<file path="config.mk">
export PLATFORM = sky130hd
export DESIGN_NAME = word_stripe_dist
export DESIGN_NICKNAME = d
export VERILOG_FILES = /design/src/rtl/wsd_pkg.sv /design/src/rtl/wsd_word_builder.sv /design/src/rtl/wsd_gap_sequencer.sv /design/src/rtl/wsd_lane_rotator.sv /design/src/rtl/word_stripe_dist.sv
export SDC_FILE = /design/constraint.sdc
export NUM_CORES = 1
export LEC_CHECK = 0
export ABC_CLOCK_PERIOD_IN_PS = 2600
export CAP_MARGIN = 20
export CORE_AREA = 2 2 108 110
export DETAILED_ROUTE_END_ITERATION = 7
export DIE_AREA = 0 0 110 112
export DONT_BUFFER_PORTS = 1
export GPL_TIMING_DRIVEN = 0
export PLACE_DENSITY_LB_ADDON = 0.2
export SLEW_MARGIN = 20
export SYNTH_ARGS = -nofsm -noshare
export SYNTH_HDL_FRONTEND = slang
export SYNTH_SLANG_ARGS = --single-unit
</file>
<file path="constraint.sdc">
create_clock -name clk -period 2.6 [get_ports clk]
set_input_delay 0.39 -clock clk [delete_from_list [all_inputs] [get_ports clk]]
set_output_delay 0.39 -clock clk [all_outputs]
set_load 0.005 [all_outputs]
</file>
<file path="src/rtl/wsd_pkg.sv">
`timescale 1ns/1ps
// Shared character codes and word kinds for the word-striped lane distributor.
package wsd_pkg;
    localparam logic [7:0] CH_COMMA = 8'hBC;
    localparam logic [7:0] CH_TERM  = 8'hFD;
    localparam logic [7:0] CH_PAD   = 8'hF7;

    typedef enum logic [1:0] {
        WK_DATA = 2'd0,
        WK_IDLE = 2'd1,
        WK_PAD  = 2'd2,
        WK_TERM = 2'd3
    } word_kind_e;
endpackage

</file>
<file path="src/rtl/wsd_word_builder.sv">
`timescale 1ns/1ps
// Builds the outgoing word and its per-byte control mask from a word kind.
// Assumes: nbytes is in 1..WORD_BYTES; a value below WORD_BYTES on a DATA
// word means the packet ends inside this word.
module wsd_word_builder
    import wsd_pkg::*;
#(
    parameter int WORD_BYTES = 4,
    localparam int WB = 8 * WORD_BYTES,
    localparam int CW = $clog2(WORD_BYTES + 1)
) (
    input  word_kind_e            kind,
    input  logic [WB-1:0]         data,
    input  logic [CW-1:0]         nbytes,
    output logic [WB-1:0]         word,
    output logic [WORD_BYTES-1:0] ctrl
);
    // Per-byte selection of payload, delimiter, pad or comma.
    always_comb begin
        for (int b = 0; b < WORD_BYTES; b++) begin
            unique case (kind)
                WK_DATA: begin
                    if (CW'(b) < nbytes) begin
                        word[8*b +: 8] = data[8*b +: 8];
                        ctrl[b]        = 1'b0;
                    end else if (CW'(b) == nbytes) begin
                        word[8*b +: 8] = CH_TERM;
                        ctrl[b]        = 1'b1;
                    end else begin
                        word[8*b +: 8] = CH_PAD;
                        ctrl[b]        = 1'b1;
                    end
                end
                WK_TERM: begin
                    word[8*b +: 8] = (b == 0) ? CH_TERM : CH_PAD;
                    ctrl[b]        = 1'b1;
                end
                WK_PAD: begin
                    word[8*b +: 8] = CH_PAD;
                    ctrl[b]        = 1'b1;
                end
                default: begin
                    word[8*b +: 8] = CH_COMMA;
                    ctrl[b]        = 1'b1;
                end
            endcase
        end
    end
endmodule

</file>
<file path="src/rtl/wsd_gap_sequencer.sv">
`timescale 1ns/1ps
// Decides which kind of word is emitted each cycle and runs the mandatory
// inter-packet gap: one terminate word (or a short last word carrying the
// delimiter), LANES-1 pad words, then 4*LANES deletable idle words.
// Assumes: in_nbytes is in 1..WORD_BYTES when in_last is set.
module wsd_gap_sequencer
    import wsd_pkg::*;
#(
    parameter int LANES      = 4,
    parameter int WORD_BYTES = 4,
    localparam int CW      = $clog2(WORD_BYTES + 1),
    localparam int GAP_LEN = 5 * LANES,
    localparam int GW      = $clog2(GAP_LEN)
) (
    input  logic        clk,
    input  logic        rst_n,
    input  logic        in_valid,
    input  logic        in_last,
    input  logic [CW-1:0] in_nbytes,
    output logic        in_ready,
    output word_kind_e  kind
);
    logic          term_pend;
    logic [GW-1:0] gap_left;
    logic          take;

    // Host handshake: open only outside the gap sequence.
    always_comb begin
        in_ready = !term_pend && (gap_left == '0);
        take     = in_valid && in_ready;
    end

    // Kind of word for the current cycle.
    always_comb begin
        if (term_pend)
            kind = WK_TERM;
        else if (gap_left != '0)
            kind = (gap_left > GW'(4 * LANES)) ? WK_PAD : WK_IDLE;
        else if (take)
            kind = WK_DATA;
        else
            kind = WK_IDLE;
    end

    // Gap state: pending terminate flag and remaining gap words.
    always_ff @(posedge clk) begin
        if (!rst_n) begin
            term_pend <= 1'b0;
            gap_left  <= '0;
        end else if (term_pend) begin
            term_pend <= 1'b0;
            gap_left  <= GW'(GAP_LEN - 1);
        end else if (gap_left != '0) begin
            gap_left  <= gap_left - 1'b1;
        end else if (take && in_last) begin
            if (in_nbytes >= CW'(WORD_BYTES))
                term_pend <= 1'b1;
            else
                gap_left  <= GW'(GAP_LEN - 1);
        end
    end
endmodule

</file>
<file path="src/rtl/wsd_lane_rotator.sv">
`timescale 1ns/1ps
// Writes one word per cycle into the lane named by a round-robin pointer and
// reports the written lane as a one-hot marker. Lane registers hold their
// last word until their turn comes again.
module wsd_lane_rotator #(
    parameter int LANES      = 4,
    parameter int WORD_BYTES = 4,
    localparam int WB = 8 * WORD_BYTES,
    localparam int RW = (LANES > 1) ? $clog2(LANES) : 1
) (
    input  logic                          clk,
    input  logic                          rst_n,
    input  logic [WB-1:0]                 word,
    input  logic [WORD_BYTES-1:0]         ctrl,
    output logic [LANES*WB-1:0]           lane_data,
    output logic [LANES*WORD_BYTES-1:0]   lane_ctrl,
    output logic [LANES-1:0]              lane_upd
);
    logic [RW-1:0] rr;

    // Round-robin pointer, wrapping after the last lane.
    always_ff @(posedge clk) begin
        if (!rst_n)
            rr <= '0;
        else if (rr == RW'(LANES - 1))
            rr <= '0;
        else
            rr <= rr + 1'b1;
    end

    // Per-lane registers, loaded only when the pointer selects them.
    for (genvar i = 0; i < LANES; i++) begin : g_lane
        always_ff @(posedge clk) begin
            if (!rst_n) begin
                lane_data[i*WB +: WB]                 <= '0;
                lane_ctrl[i*WORD_BYTES +: WORD_BYTES] <= '0;
                lane_upd[i]                           <= 1'b0;
            end else begin
                lane_upd[i] <= (rr == RW'(i));
                if (rr == RW'(i)) begin
                    lane_data[i*WB +: WB]                 <= word;
                    lane_ctrl[i*WORD_BYTES +: WORD_BYTES] <= ctrl;
                end
            end
        end
    end
endmodule

</file>
<file path="src/rtl/word_stripe_dist.sv">
`timescale 1ns/1ps
// Word-striped lane distributor: one whole host word per lane in rotation,
// with terminate, pad and comma idle words generated between packets.
// Assumes: the host holds its word stable until in_valid && in_ready, and
// in_nbytes is in 1..WORD_BYTES on a last word.
module word_stripe_dist
    import wsd_pkg::*;
#(
    parameter int AGG_MBPS   = 10000,
    parameter int LANE_MBPS  = 2500,
    parameter int WORD_BYTES = 4,
    localparam int LANES = AGG_MBPS / LANE_MBPS,
    localparam int WB    = 8 * WORD_BYTES,
    localparam int CW    = $clog2(WORD_BYTES + 1)
) (
    input  logic                        clk,
    input  logic                        rst_n,
    input  logic                        in_valid,
    input  logic [WB-1:0]               in_data,
    input  logic                        in_last,
    input  logic [CW-1:0]               in_nbytes,
    output logic                        in_ready,
    output logic [LANES*WB-1:0]         lane_data,
    output logic [LANES*WORD_BYTES-1:0] lane_ctrl,
    output logic [LANES-1:0]            lane_upd
);
    word_kind_e            kind;
    logic [CW-1:0]         eff_nbytes;
    logic [WB-1:0]         word;
    logic [WORD_BYTES-1:0] ctrl;

    // Only a last word may carry fewer than a full word of payload.
    always_comb eff_nbytes = in_last ? in_nbytes : CW'(WORD_BYTES);

    wsd_gap_sequencer #(.LANES(LANES), .WORD_BYTES(WORD_BYTES)) u_seq (
        .clk       (clk),
        .rst_n     (rst_n),
        .in_valid  (in_valid),
        .in_last   (in_last),
        .in_nbytes (in_nbytes),
        .in_ready  (in_ready),
        .kind      (kind)
    );

    wsd_word_builder #(.WORD_BYTES(WORD_BYTES)) u_build (
        .kind   (kind),
        .data   (in_data),
        .nbytes (eff_nbytes),
        .word   (word),
        .ctrl   (ctrl)
    );

    wsd_lane_rotator #(.LANES(LANES), .WORD_BYTES(WORD_BYTES)) u_rot (
        .clk       (clk),
        .rst_n     (rst_n),
        .word      (word),
        .ctrl      (ctrl),
        .lane_data (lane_data),
        .lane_ctrl (lane_ctrl),
        .lane_upd  (lane_upd)
    );
endmodule

</file>
**Word-level counts from Yosys, hierarchy flattened**

Cells that the tools add are included.

- Register bits after elaboration: 156
- Latch bits: 0
- Memory bits (writable): 0
- Memory bits (read-only): 0
- Input port bits: 39
- Output and inout port bits: 149
- Memories kept: 0

- Add/sub/neg operators: 2
- Multipliers: 0
- Divide/modulo/power cells: 0
- $lt $le $gt $ge: 6
- Equality and inequality tests: 10
- Shifts and indexed selects: 0
- Multiplexer cells: 30
- Bitwise logic cells: 2
- Reductions and logical operators: 17

Operators with widths:

| kind | count |
|---|---|
| case mux 8 bit (2 select lines) | 3 |
| two-way mux 8 bit | 4 |
| case mux 8 bit (3 select lines) | 1 |
| two-way mux 5 bit | 4 |
| two-way mux 4 bit | 4 |
| two-way mux 1 bit | 10 |
| equality test 2 bit (second input constant) | 4 |
| equality test 2 x 3 -> 1 bit (first input constant) | 2 |
| less-than comparator 1 x 3 -> 1 bit (first input constant) | 2 |
| less-than comparator 2 x 3 -> 1 bit (first input constant) | 2 |
| two-way mux 2 bit | 3 |
| OR reduction 2 bit | 3 |
| > comparator 5 bit (second input constant) | 1 |
| logical NOT 5 bit | 1 |
| nonzero test 5 bit | 1 |
| subtractor 5 x 1 -> 5 bit (second input constant) | 1 |
| logical NOT 2 bit | 2 |
| AND reduction 2 bit | 2 |
| OR reduction 4 bit | 1 |
| equality test 1 x 3 -> 1 bit (first input constant) | 1 |
| >= comparator 3 bit (second input constant) | 1 |
| logical AND 1 bit | 3 |
| logical NOT 3 bit | 1 |
| two-way mux 3 bit | 1 |
| other kinds (8) | 9 |

**Logic depth before layout (Yosys ltp)**

Gate-level depths: netlist (run 1).

- Depth after elaboration: 9
- Gate-level depth with buffers: 7

**By module**

From an unflattened synthesis (run 1), not the netlist that was laid out.

- Cells, all modules: 589
- Area, all modules: 6,538.8 um^2

By module, submodules not included:

| module | instances | cells each | area an instance (um^2) | sequential area each (um^2) |
|---|---|---|---|---|
| wsd_lane_rotator | 1 | 486 | 5,774.3 | 3,002.9 |
| wsd_word_builder | 1 | 65 | 435.4 | 0.0 |
| wsd_gap_sequencer | 1 | 35 | 310.3 | 120.1 |
| word_stripe_dist | 1 | 3 | 18.8 | 0.0 |

**Worst setup path before layout (run 1)**

OpenSTA, ideal clock, no wires.

- Kind: register to register
- Start point: register u_seq.gap_left[0]
- End point: register u_rot.lane_data[85]
- Library setup time: 0.136 ns
- Arrival time: 1.760 ns
- Required time: 2.464 ns
- Path slack: 0.704 ns
- Stages on the path, launching flop included: 8
- Path buffers: 1
- Period minus slack after synthesis: 1.896 ns
- Path through: dfxtp_1 > inv_1 > ha_1 > or4b_4 > buf_6 > a211o_1 > nor2_2 > a211oi_1

- Cells in the longest elaborated chain, start to end: 9
- Elaborated cells on any way between the ends: 14

RTL lines:

| item | line | RTL |
|---|---|---|
| start: declaration | wsd_gap_sequencer.sv:24 | `logic [GW-1:0] gap_left;` |
| start signal: assignment | wsd_gap_sequencer.sv:52 | `gap_left <= GW'(GAP_LEN - 1);` |
| start signal: assignment | wsd_gap_sequencer.sv:54 | `gap_left <= gap_left - 1'b1;` |
| start signal: assignment | wsd_gap_sequencer.sv:59 | `gap_left <= GW'(GAP_LEN - 1);` |
| parallel branches: the longest is 4 deep, another holds > comparator 5 bit | n/a |  |
| two-way mux 2 bit (*) | wsd_gap_sequencer.sv:37 | `else if (gap_left != '0)` |
| two-way mux 2 bit (*) | wsd_gap_sequencer.sv:35 | `if (term_pend)` |
| equality test 2 bit | wsd_word_builder.sv:21 | `unique case (kind)` |
| OR reduction 2 bit (no source line) | n/a |  |
| case mux 8 bit (2 select lines) (*) | wsd_word_builder.sv:21 |  |
| end signal: indexed assignment | wsd_lane_rotator.sv:41 | `lane_data[i*WB +: WB] <= word;` |
| end: declaration | wsd_lane_rotator.sv:15 | `output logic [LANES*WB-1:0] lane_data,` |

Mark *: on every way between the ends.
A chain may end at the register's enable or synchronous reset.

**Worst setup path in the final report (run 1)**

- Start point: register u_seq.gap_left[0]
- End point: register u_rot.lane_data[22]

The elaborated chain is that of the path after synthesis.

==> summary.txt, run 1 <==
Slew margin rel.: 44.4%
Core area: 0.0112 mm2
Final setup vio count: 0
Setup TNS: 0 ns
GRT Residual Overflow: 0
Top Metal Used: met4
Hold slack: 0.0906 ns
Avg Inst Size Synth: 9.17 um2
Initial Utilization: 48.6%
Routed vias/inst: 6.01
XOR/XNOR Fraction of Synth Area: 0.323%
I/O pin count: 188
Max Cap Viol: 0
Worst path required time: 2.88 ns
Critical Path End Type: register
Hold path start: in_last
Synthesis-stage register bit count: 156
CTS Buffer Depth: 2
Clock sink count: 156
Compound-gate portion of the synthesized area: 25.7%
Die H: 112 um
Router iterations before antenna repair: 4
Slew @ Worst Pin: 0.831 ns
Post-route ant nets: 0
Root buf cell: clkbuf_16
Worst Path Max Fanout: 10
Drt first-iter violations: 352
Die outline width: 110 um
Worst Hold Depth: 2
Fin crit share: 90.1%
Tot GR Track Use: 27.9%
Clock latency at the later pin of the worst-skew pair: 0.43 ns
Outcome: complete, no violations
Worst VDD drop: 0.000485 V
Final Skew: 0.00911 ns
Largest family of logic cells by synthesized area: compound AO/OA/AOI/OAI gates
DRC viols: 0
Leading register cell type out of synthesis: dfxtp_1
Share of the synthesized area in the top cell type: 57.5%
Synth Cell Area: 0.00543 mm2
N_diodes: 0
Register clock-pin slew on the reported worst setup and hold paths: 0.06 ns
RSZ-0062 raised after global routing: no
Share of layout cells above drive strength 1: 8.17%
Critical Path AT: 2.63 ns
TritonCTS Buffers: 17
DP HPWL: 12200 um
Met1 Routed Length: 6900 um
Simple-gate share of the synthesized area: 11.7%
Final Hold Fails: 0
Pleak: 2.37 nW
Fin nets: 655
Syn. warnings: 0
Hold Path Sink: u_seq.term_pend$_SDFF_PP0_
Metal3 WL: 1730 um
GPL Wtd Cong: 0.884
Avg WL per Cell: 22.0 um
Post-synthesis mux area share: 0%
Syn nets: 636
CTS tree: yes
Maximum clock frequency: 427 MHz
# fillers: 1047
Layout overhead on the synthesized area: 15.6%
DP Area: 0.00561 mm2
Largest net degree at the start of global routing: 17
First-pass GRT wire length: 25500 um
Tmin final: 2.34 ns
Reg2Reg Depth: 7
Yosys cell types: 39
Initial antenna violation count: 0
Std-Cell Rows: 39
Async SR Flop Fraction: 0%
Post-Layout Inst Area: 0.00628 mm2
Hold buffer count at cts: 0
FF-to-FF setup slack: 0.26 ns
Port-buffer cells: 0
Synth Area in Adders: 1.15%
Vias: 4611
Sequential area share after synthesis: 57.5%
Routed wire length: 16800 um
Worst flop-to-flop path endpoint: u_rot.lane_data[22]$_SDFFE_PN0P_
Cell area power density: 1130 mW/mm2
Depth of the CTS H-tree: 4
Total Die Area: 0.0123 mm2
Synth area leaders: dfxtp_1, o21ai_0, a21oi_1, a211oi_1, nor2_1
Post-CTS setup buffers: 0
Crit Path Category: reg2reg
Max-slew violations: 0
Routed length on met2: 7770 um
Hold WC Path Type: in2reg
Reg2reg start: u_seq.gap_left[0]$_SDFFE_PN0P_
Vias in the first global route: 4493
Critical Path Source Type: register
Synth Instances: 592
Largest area contributor in the netlist: dfxtp_1
Post-synth EDFFs: 0
==> power by group <==
part / total, W / internal [W] / switching [W]
sequential: 0.00299 / 0.00271 / 0.000279
clock: 0.00274 / 0.00173 / 0.00102
combinational: 0.00133 / 0.000435 / 0.000898
==> sequential cells by signal, indices dropped and copies added (netlist names) <==
signal	flops
u_seq.term_pend	1
u_rot.lane_ctrl	16
u_rot.lane_upd	4
u_seq.gap_left	5
u_rot.lane_data	128
u_rot.rr	2
==> placed cells by master, fill, tap and decap left out, drive strengths merged, types with 2 or more instances in the layout <==
cell type,netlist,routed
o21a,2,2
dfxtp,156,156
or3b,2,2
a211oi,30,30
nor2,55,55
xnor2,2,2
a31oi,4,4
inv,10,12
o21ai,110,110
bufinv,0,4
nand2,34,34
ha,5,5
clkbuf,39,60
o22ai,2,2
a22o,8,8
nor4b,2,2
nand3,3,3
buf,2,2
nand2b,11,11
clkinv,0,4
nor2b,2,2
a211o,3,3
nor3,12,12
or2,2,2
or3,2,2
a21oi,87,87
nor3b,2,2
==> worst max-delay path by stage <==
stage,start,end,slack [ns],cells after the start
3_5_place_dp,u_seq.gap_left[0]$_SDFFE_PN0P_,u_rot.lane_data[74]$_SDFFE_PN0P_,-0.03,6
6_report,u_seq.gap_left[0]$_SDFFE_PN0P_,u_rot.lane_data[22]$_SDFFE_PN0P_,0.26,7
5_1_grt,u_seq.gap_left[0]$_SDFFE_PN0P_,u_rot.lane_data[22]$_SDFFE_PN0P_,0.04,7
3_3_place_gp,u_seq.gap_left[0]$_SDFFE_PN0P_,u_rot.lane_data[74]$_SDFFE_PN0P_,0.07,6
2_1_floorplan,u_seq.gap_left[0]$_SDFFE_PN0P_,u_rot.lane_data[85]$_SDFFE_PN0P_,0.70,7
4_1_cts,u_seq.gap_left[0]$_SDFFE_PN0P_,u_rot.lane_data[49]$_SDFFE_PN0P_,0.26,7
==> metal layers <==
layer  vias to the layer above  GRT usage (%)
met5                         -              0
met1                      2255           34.2
li1                       2133              -
met2                       196           42.1
met4                         0           10.7
met3                        27           13.2
==> synth_stat cells (4+ instances only) <==
library cell / instances
nand2b_1: 11
nand2_1: 34
o21ai_0: 110
nor3_1: 10
a22o_1: 8
nor2_1: 51
a21oi_1: 86
nor2_2: 4
ha_1: 5
a31oi_1: 4
clkbuf_1: 39
dfxtp_1: 156
inv_1: 9
a211oi_1: 29
==> critical path: stages, from the launching register on <==
cell and delay, ns:
dfxtp_1 0.34, inv_1 0.06, ha_1 0.22, or3b_2 0.49, a21o_1 0.22, buf_2 0.19, nor3_1 0.49, o21ai_0 0.18
==> repair_timing <==
item                       4_1_cts  5_1_grt
gates resized for setup          1        0
setup endpoints to repair       10        0
hold endpoints to repair         0        0
==> stage by stage <==
stage               setup WS, ns  cells  total power, W  utilization [%]
finish                     0.256    767         0.00707             56.2
global route              0.0432    767         0.00738             56.2
CTS                        0.262    767         0.00707             56.2
detailed placement       -0.0317    735         0.00435             50.2
global placement          0.0749    735         0.00430             50.2
floorplan                  0.704    592         0.00389                -
==> final cells by class <==
cell class,instances,area (um2),share of cell area [%]
plain buffers,41,163,2.59
clock buffers,21,480,7.66
clock inverters,11,181,2.89
inverters,10,37.5,0.598
multi-input cells,385,2110,33.7
flip-flops and latches,156,3120,49.8
well taps,143,179,2.85
==> cell families after synthesis <==
| kind of cell | Yosys count |
|---|---|
| fa+ha+maj | 5 |
| simple gates | 130 |
| xor+xnor | 2 |
| buf+inv | 51 |
| compound gates | 248 |
| flops | 156 |
No activity file was read; power rests on OpenSTA's default activity.
==> run 2: changes to the inputs <==
--- a/config.mk
+++ b/config.mk
@@ -7,12 +7,13 @@
 export LEC_CHECK = 0
 export ABC_CLOCK_PERIOD_IN_PS = 2600
 export CAP_MARGIN = 20
-export CORE_AREA = 2 2 108 110
+export CORE_AREA = 2 2 99 101
 export DETAILED_ROUTE_END_ITERATION = 7
-export DIE_AREA = 0 0 110 112
+export DIE_AREA = 0 0 101 103
 export DONT_BUFFER_PORTS = 1
 export GPL_TIMING_DRIVEN = 0
-export PLACE_DENSITY_LB_ADDON = 0.2
+export PLACE_DENSITY = 0.71
+export RECOVER_POWER = 100
 export SLEW_MARGIN = 20
 export SYNTH_ARGS = -nofsm -noshare
 export SYNTH_HDL_FRONTEND = slang
==> run 2 against run 1 <==
Net effect:
- critical path depth is 2 lower
- maximum frequency shrank 2.7%
- highest routed layer unchanged
- worst hold slack got worse by 0.056 ns
- via count grew 0.30%
- largest cell class unchanged
- combinational power down 3%
- critical endpoint is now in_ready
- utilization is 9.2 points higher
- count of clock-buffer cells in the layout is 1 higher
- non-clock buffer count up 2
- power is 4.1% lower
- final cell count decreased by 3.1%
==> summary.txt, run 2 (synthesized netlist as in run 1, its figures left out) <==
GPL Wtd Cong: 0.919
Vias: 4625
Biggest regs: u_rot.lane_data (128), u_rot.lane_ctrl (16), u_seq.gap_left (5)
DP HPWL: 11700 um
GRT Residual Overflow: 0
Routed wire length: 16400 um
Maximum clock frequency: 415 MHz
Routed vias/inst: 6.22
Critical Path Source Type: register
Max-slew violations: 0
Critical Path AT: 2.02 ns
Critical Path End Type: output pin
Avg WL per Cell: 22.0 um
Placed insts: 706
Clk network pwr share: 36.8%
Most common cell after layout, fill and taps aside: dfxtp_1
Reg2Reg Depth: 7
Cell area power density: 1100 mW/mm2
Router iterations before antenna repair: 5
Slew margin rel.: 48.9%
# fillers: 798
Final worst slack: 0.192 ns
Net Sw Frac: 31.6%
Setup WS pre-CTS: 0.217 ns
Crit Path Category: reg2out
Final Skew: 0.00688 ns
Core area: 0.00946 mm2
Worst Hold Depth: 2
Tot Pwr: 0.00678 W
Outcome: complete, no violations
Post-CTS setup buffers: 0
Combinational power share: 19.0%
Largest net degree at the start of global routing: 17
Setup TNS: 0 ns
First-pass GRT wire length: 24100 um
Initial Utilization: 57.4%
Switch Pwr: 0.00214 W
Vias in the first global route: 4280
Post-route ant nets: 0
Storage element area: 0.00312 mm2
Internal cell power: 0.00464 W
Pleak: 2.35 nW
Root buf cell: clkbuf_8
Initial antenna violation count: 1
Clock latency at the later pin of the worst-skew pair: 0.53 ns
Die outline width: 101 um
CTS Buffer Depth: 2
RSZ-0062 raised after global routing: no
Share of layout cells above drive strength 1: 7.19%
Worst path required time: 2.21 ns
Layout overhead on the synthesized area: 14.0%
Slew @ Worst Pin: 0.763 ns
Area of the multi-input gates: 0.00209 mm2
CTS tree: yes
Total Die Area: 0.0104 mm2
Met2 Use GR: 48.7%
Hold WC Path Type: in2reg
Clock sink count: 156
Worst VDD drop: 0.000503 V
Seq pwr share: 44.1%
GR Util met3: 13.1%
Drt first-iter violations: 303
Die H: 103 um
Max Cap Viol: 0
Port-buffer cells: 0
GRT met1 Usage: 38.0%
Post-Layout Inst Area: 0.00619 mm2
Std-Cell Rows: 36
Worst Path Max Fanout: 10
Tot GR Track Use: 30.9%
Final Hold Fails: 0
Fin nets: 657
DP Area: 0.00557 mm2
I/O pin count: 188
Register clock-pin slew on the reported worst setup and hold paths: 0.06 ns
Most frequent cells in the layout: dfxtp_1, o21ai_0, a21oi_1, nor2_1, clkbuf_1
Largest Register: u_rot.lane_data
Max FFs per register: 128
DRC viols: 0
Non-Filler Instances: 743
Final setup vio count: 0
TritonCTS Buffers: 17
Gr busiest metal: met2
Fin crit share: 92.6%
Depth of the CTS H-tree: 4
Tmin final: 2.41 ns
[run 2: cell types whose count changed in the layout (fill, tap and decap cells not counted), moves of 3 or more]
cell     delta
diode_2     +3
inv_6       +4
nor2_2      -4
nor2_1      +4
[run 2: final cells by class]
class / count / share of cell area, %
multi-input cells: 385 / 33.7
inverters: 10 / 0.607
clock inverters: 10 / 2.02
flip-flops and latches: 156 / 50.5
well taps: 114 / 2.31
plain buffers: 41 / 2.63
clock buffers: 22 / 7.81
repair buffers: 2 / 0.324
diodes: 3 / 0.121
[run 2: worst paths after layout]
path,start,endpoint,slack (ns)
min,in_valid,u_seq.gap_left[4]$_SDFFE_PN0P_,0.03
max reg2reg,u_seq.gap_left[0]$_SDFFE_PN0P_,u_rot.lane_data[123]$_SDFFE_PN0P_,0.29
max,u_seq.gap_left[0]$_SDFFE_PN0P_,in_ready,0.19
min reg2reg,u_rot.lane_data[112]$_SDFFE_PN0P_,u_rot.lane_data[112]$_SDFFE_PN0P_,0.48
[run 2: repair_timing]
item | 4_1_cts | 5_1_grt
hold buffers | 2 | 0
gates resized for setup | 0 | 1
hold endpoints to repair | 1 | 0
setup endpoints to repair | 0 | 32
[run 2: critical path: stages, from the launching register on]
cell,delay (ns)
dfxtp_1,0.33
inv_1,0.06
ha_1,0.22
or4b_1,0.53
buf_6,0.19
nor2_1,0.15
[run 2: through the flow]
step / util, % / hold WS [ns]
after global placement: 58.9 / 0.467
after floorplan: - / 0.449
after detailed placement: 58.9 / 0.475
after CTS: 65.5 / 0.0237
final: 65.4 / 0.0349
after global routing: 65.3 / 0.0238
[run 2: per-layer routing]
metal / vias up / part of all wire (%)
met5: - / 0
met4: 0 / 2.5
met3: 33 / 12
met2: 258 / 47
met1: 2195 / 38
li1: 2139 / -
[run 2: power by group through the flow]
stage	Clock, W	Sequential, W	Combinational (W)
finish	0.00250	0.00299	0.00129
floorplan	0	0.00294	0.000943
detailed placement	0	0.00303	0.00128
CTS	0.00250	0.00299	0.00129
global placement	0	0.00302	0.00124
global route	0.00263	0.00303	0.00140
==> run 3: changes to the inputs <==
--- a/config.mk
+++ b/config.mk
@@ -7,9 +7,9 @@
 export LEC_CHECK = 0
 export ABC_CLOCK_PERIOD_IN_PS = 2600
 export CAP_MARGIN = 20
-export CORE_AREA = 2 2 99 101
+export CORE_AREA = 2 2 108 110
 export DETAILED_ROUTE_END_ITERATION = 7
-export DIE_AREA = 0 0 101 103
+export DIE_AREA = 0 0 110 112
 export DONT_BUFFER_PORTS = 1
 export GPL_TIMING_DRIVEN = 0
 export PLACE_DENSITY = 0.71
@@ -17,4 +17,5 @@
 export SLEW_MARGIN = 20
 export SYNTH_ARGS = -nofsm -noshare
 export SYNTH_HDL_FRONTEND = slang
+export SYNTH_HIERARCHICAL = 1
 export SYNTH_SLANG_ARGS = --single-unit
==> run 3 against run 2 <==
Net effect:
- sequential share of layout area is 8.0 points lower
- first-iteration DRC count is 18% lower
- combinational power is 42% higher
- synthesized cell count is 0.51% lower
- register-to-register slack worse by 0.20 ns
- critical endpoint is now u_rot/lane_data[104]$_SDFFE_PN0N_
- die area is 18% higher
- routed wire length is 0.98% lower
- sequential power is 2% higher
- largest power group unchanged
==> summary.txt, run 3 <==
CTS Buffer Depth: 2
Initial Utilization: 58.5%
Tmin final: 2.51 ns
Root buf cell: clkbuf_16
CP max stage cell: or3b_2
# fillers: 911
Internal cell power: 0.00503 W
Max-slew violations: 0
Combinational power share: 25.2%
Avg WL per Cell: 21.3 um
Net Sw Frac: 30.7%
Max FFs per register: 128
Synth Cell Area: 0.00654 mm2
TritonCTS Buffers: 17
DRC viols: 0
Post-Layout Inst Area: 0.00735 mm2
Worst path depth: 10
DP HPWL: 11900 um
Hold buffer count at cts: 0
Most common cell after layout, fill and taps aside: dfxtp_1
First-pass GRT wire length: 24400 um
Routed wire length: 16200 um
Vias in the first global route: 4267
Core area: 0.0112 mm2
Clock latency at the later pin of the worst-skew pair: 0.42 ns
Max Cap Viol: 0
Reg2Reg Depth: 10
GPL Wtd Cong: 0.819
Switch Pwr: 0.00223 W
Die outline width: 110 um
GRT Residual Overflow: 0
Tot GR Track Use: 26.5%
Register clock-pin slew on the reported worst setup and hold paths: 0.06 ns
Seq pwr share: 41.9%
Largest area contributor in the netlist: dfxtp_1
Worst path required time: 2.91 ns
Share of layout cells above drive strength 1: 13.1%
Largest net degree at the start of global routing: 17
Slowest stage delay, CP: 0.51 ns
Non-Filler Instances: 762
Clk network pwr share: 32.8%
I/O pin count: 188
Worst Hold Depth: 1
Critical Path AT: 2.82 ns
Fin crit share: 96.6%
Sequential area share after synthesis: 47.8%
Critical Path Source Type: register
Synth Instances: 589
Drt first-iter violations: 248
CP top delay family: simple AND/OR/NAND/NOR gates
Outcome: complete, no violations
Avg Inst Size Synth: 11.1 um2
Final worst slack: 0.0894 ns
Top cells by count, synth: dfxtp_1, nor2b_1, mux2i_1, buf_2
Pleak: 2.77 nW
Slew @ Worst Pin: 0.815 ns
Final setup vio count: 0
Synthesis-stage register bit count: 156
Most frequent cells in the layout: dfxtp_1, nor2b_1, mux2i_1, clkbuf_16, buf_2
CTS tree: yes
Crit path cell chain: inv_1, ha_2, or3b_2, a21oi_2, inv_1, buf_2, inv_1, o21ai_0, mux2i_1, nor2b_1
Routed vias/inst: 5.62
Vias: 4281
Placed insts: 732
Tot Pwr: 0.00726 W
Fin nets: 657
Crit Path Category: reg2reg
Initial antenna violation count: 2
Clock sink count: 156
Final Util: 65.8%
Die H: 112 um
Cell area power density: 987 mW/mm2
Yosys cell types: 40
Share of the synthesized area in the top cell type: 47.8%
Largest Register: u_rot/lane_data
Worst VDD drop: 0.000577 V
Worst path most repeated cell: inv_1
Depth of the CTS H-tree: 4
Hold WC Path Type: in2reg
N_diodes: 0
Synth area leaders: dfxtp_1, mux2i_1, nor2b_1, buf_8, ha_1
Maximum clock frequency: 398 MHz
Syn. warnings: 6
Worst Path Max Fanout: 10
Post-synth EDFFs: 0
Layout overhead on the synthesized area: 12.5%
Critical Path End Type: register
Worst path buffer plus inverter count: 4
Final Hold Fails: 0
Std-Cell Rows: 39
Port-buffer cells: 0
DP Area: 0.00672 mm2
RSZ-0062 raised after global routing: yes
Biggest regs: u_rot/lane_data (128), u_rot/lane_ctrl (16), u_seq/gap_left (5)
Setup WS pre-CTS: -0.426 ns
Leading register cell type out of synthesis: dfxtp_1
Post-route ant nets: 0
Final Skew: 0.00965 ns
Total Die Area: 0.0123 mm2
Async SR Flop Fraction: 0%
Router iterations before antenna repair: 4
Count leader, synth: dfxtp_1
Slew margin rel.: 45.7%
Syn nets: 637
run 3: cell count changes after synthesis, sizes merged, moves of 29 or more:
cell   previous run  this run
nor2b             2       147
nand2            34         5
nor2             55         5
o21ai           110         7
a21oi            87         2
mux2i             0       144
run 3: power groups by stage:
stage	registers (W)	clock network, W	logic [W]
final	0.00304	0.00238	0.00183
after global routing	0.00309	0.00249	0.00199
after CTS	0.00305	0.00242	0.00177
after detailed placement	0.00309	0	0.00172
after global placement	0.00308	0	0.00166
after floorplan	0.00299	0	0.00132
run 3: area by class of cell:
cell class	instances	area, um2	share of cell area (%)
Tap cell	143	179	2.43
Sequential cell	156	3120	42.5
Buffer	41	325	4.42
Clock inverter	7	91.3	1.24
Clock buffer	22	474	6.45
Inverter	7	26.3	0.357
Multi-Input combinational cell	385	3130	42.5
Timing Repair Buffer	1	7.51	0.102
run 3: stage by stage:
step / setup TNS [ns] / hold WS (ns)
6_report: 0 / 0.0954
5_1_grt: -0.0567 / 0.0892
4_1_cts: -1.53 / 0.0836
3_5_place_dp: -12.98 / 0.529
3_3_place_gp: -5.70 / 0.515
2_1_floorplan: 0 / 0.486
run 3: timing repair:
action                                  in CTS  in global routing
endpoints found under the setup margin     132                125
gates resized for setup                     10                 19
buffers inserted                             1                  0
pin swaps                                    2                  1
cloned                                       0                  0
run 3: cells by family (layout without fill, tap and decap cells):
kind of cell,count (synthesis),in the layout,synth area share (%)
AND/OR/NAND/NOR,203,203,19.7
flip-flops,156,156,47.8
multiplexers,144,144,22.0
buffers and inverters,48,78,5.45
AO/OA/AOI/OAI,27,27,3.08
adder cells (fa/ha/maj),9,9,1.72
XOR/XNOR,2,2,0.268
run 3: final timing paths:
path                                    start                                end  slack (ns)
min reg2reg  u_rot/lane_data[41]$_SDFFE_PN0N_   u_rot/lane_data[41]$_SDFFE_PN0N_        0.54
max reg2reg    u_seq/gap_left[0]$_SDFFE_PN0P_  u_rot/lane_data[104]$_SDFFE_PN0N_        0.09
min                                     rst_n     u_seq/gap_left[0]$_SDFFE_PN0P_         0.1
max            u_seq/gap_left[0]$_SDFFE_PN0P_  u_rot/lane_data[104]$_SDFFE_PN0N_        0.09
run 3: worst register-to-register path: cells and delay by family (launching register included):
kind | cells | cell delay (ns)
AND/OR/NAND/NOR | 2 | 0.57
buffers and inverters | 4 | 0.53
flip-flops | 1 | 0.32
multiplexers | 1 | 0.24
AO/OA/AOI/OAI | 2 | 0.51
adder cells (fa/ha/maj) | 1 | 0.22
run 3: layer usage:
metal | global-route usage [%] | vias to the layer above | part of all wire, %
li1 | - | 2026 | -
met1 | 32.3 | 2068 | 41
met2 | 42.4 | 159 | 48
met3 | 9.72 | 24 | 9.4
met4 | 9.79 | 4 | 1.6
met5 | 0 | - | 0.19
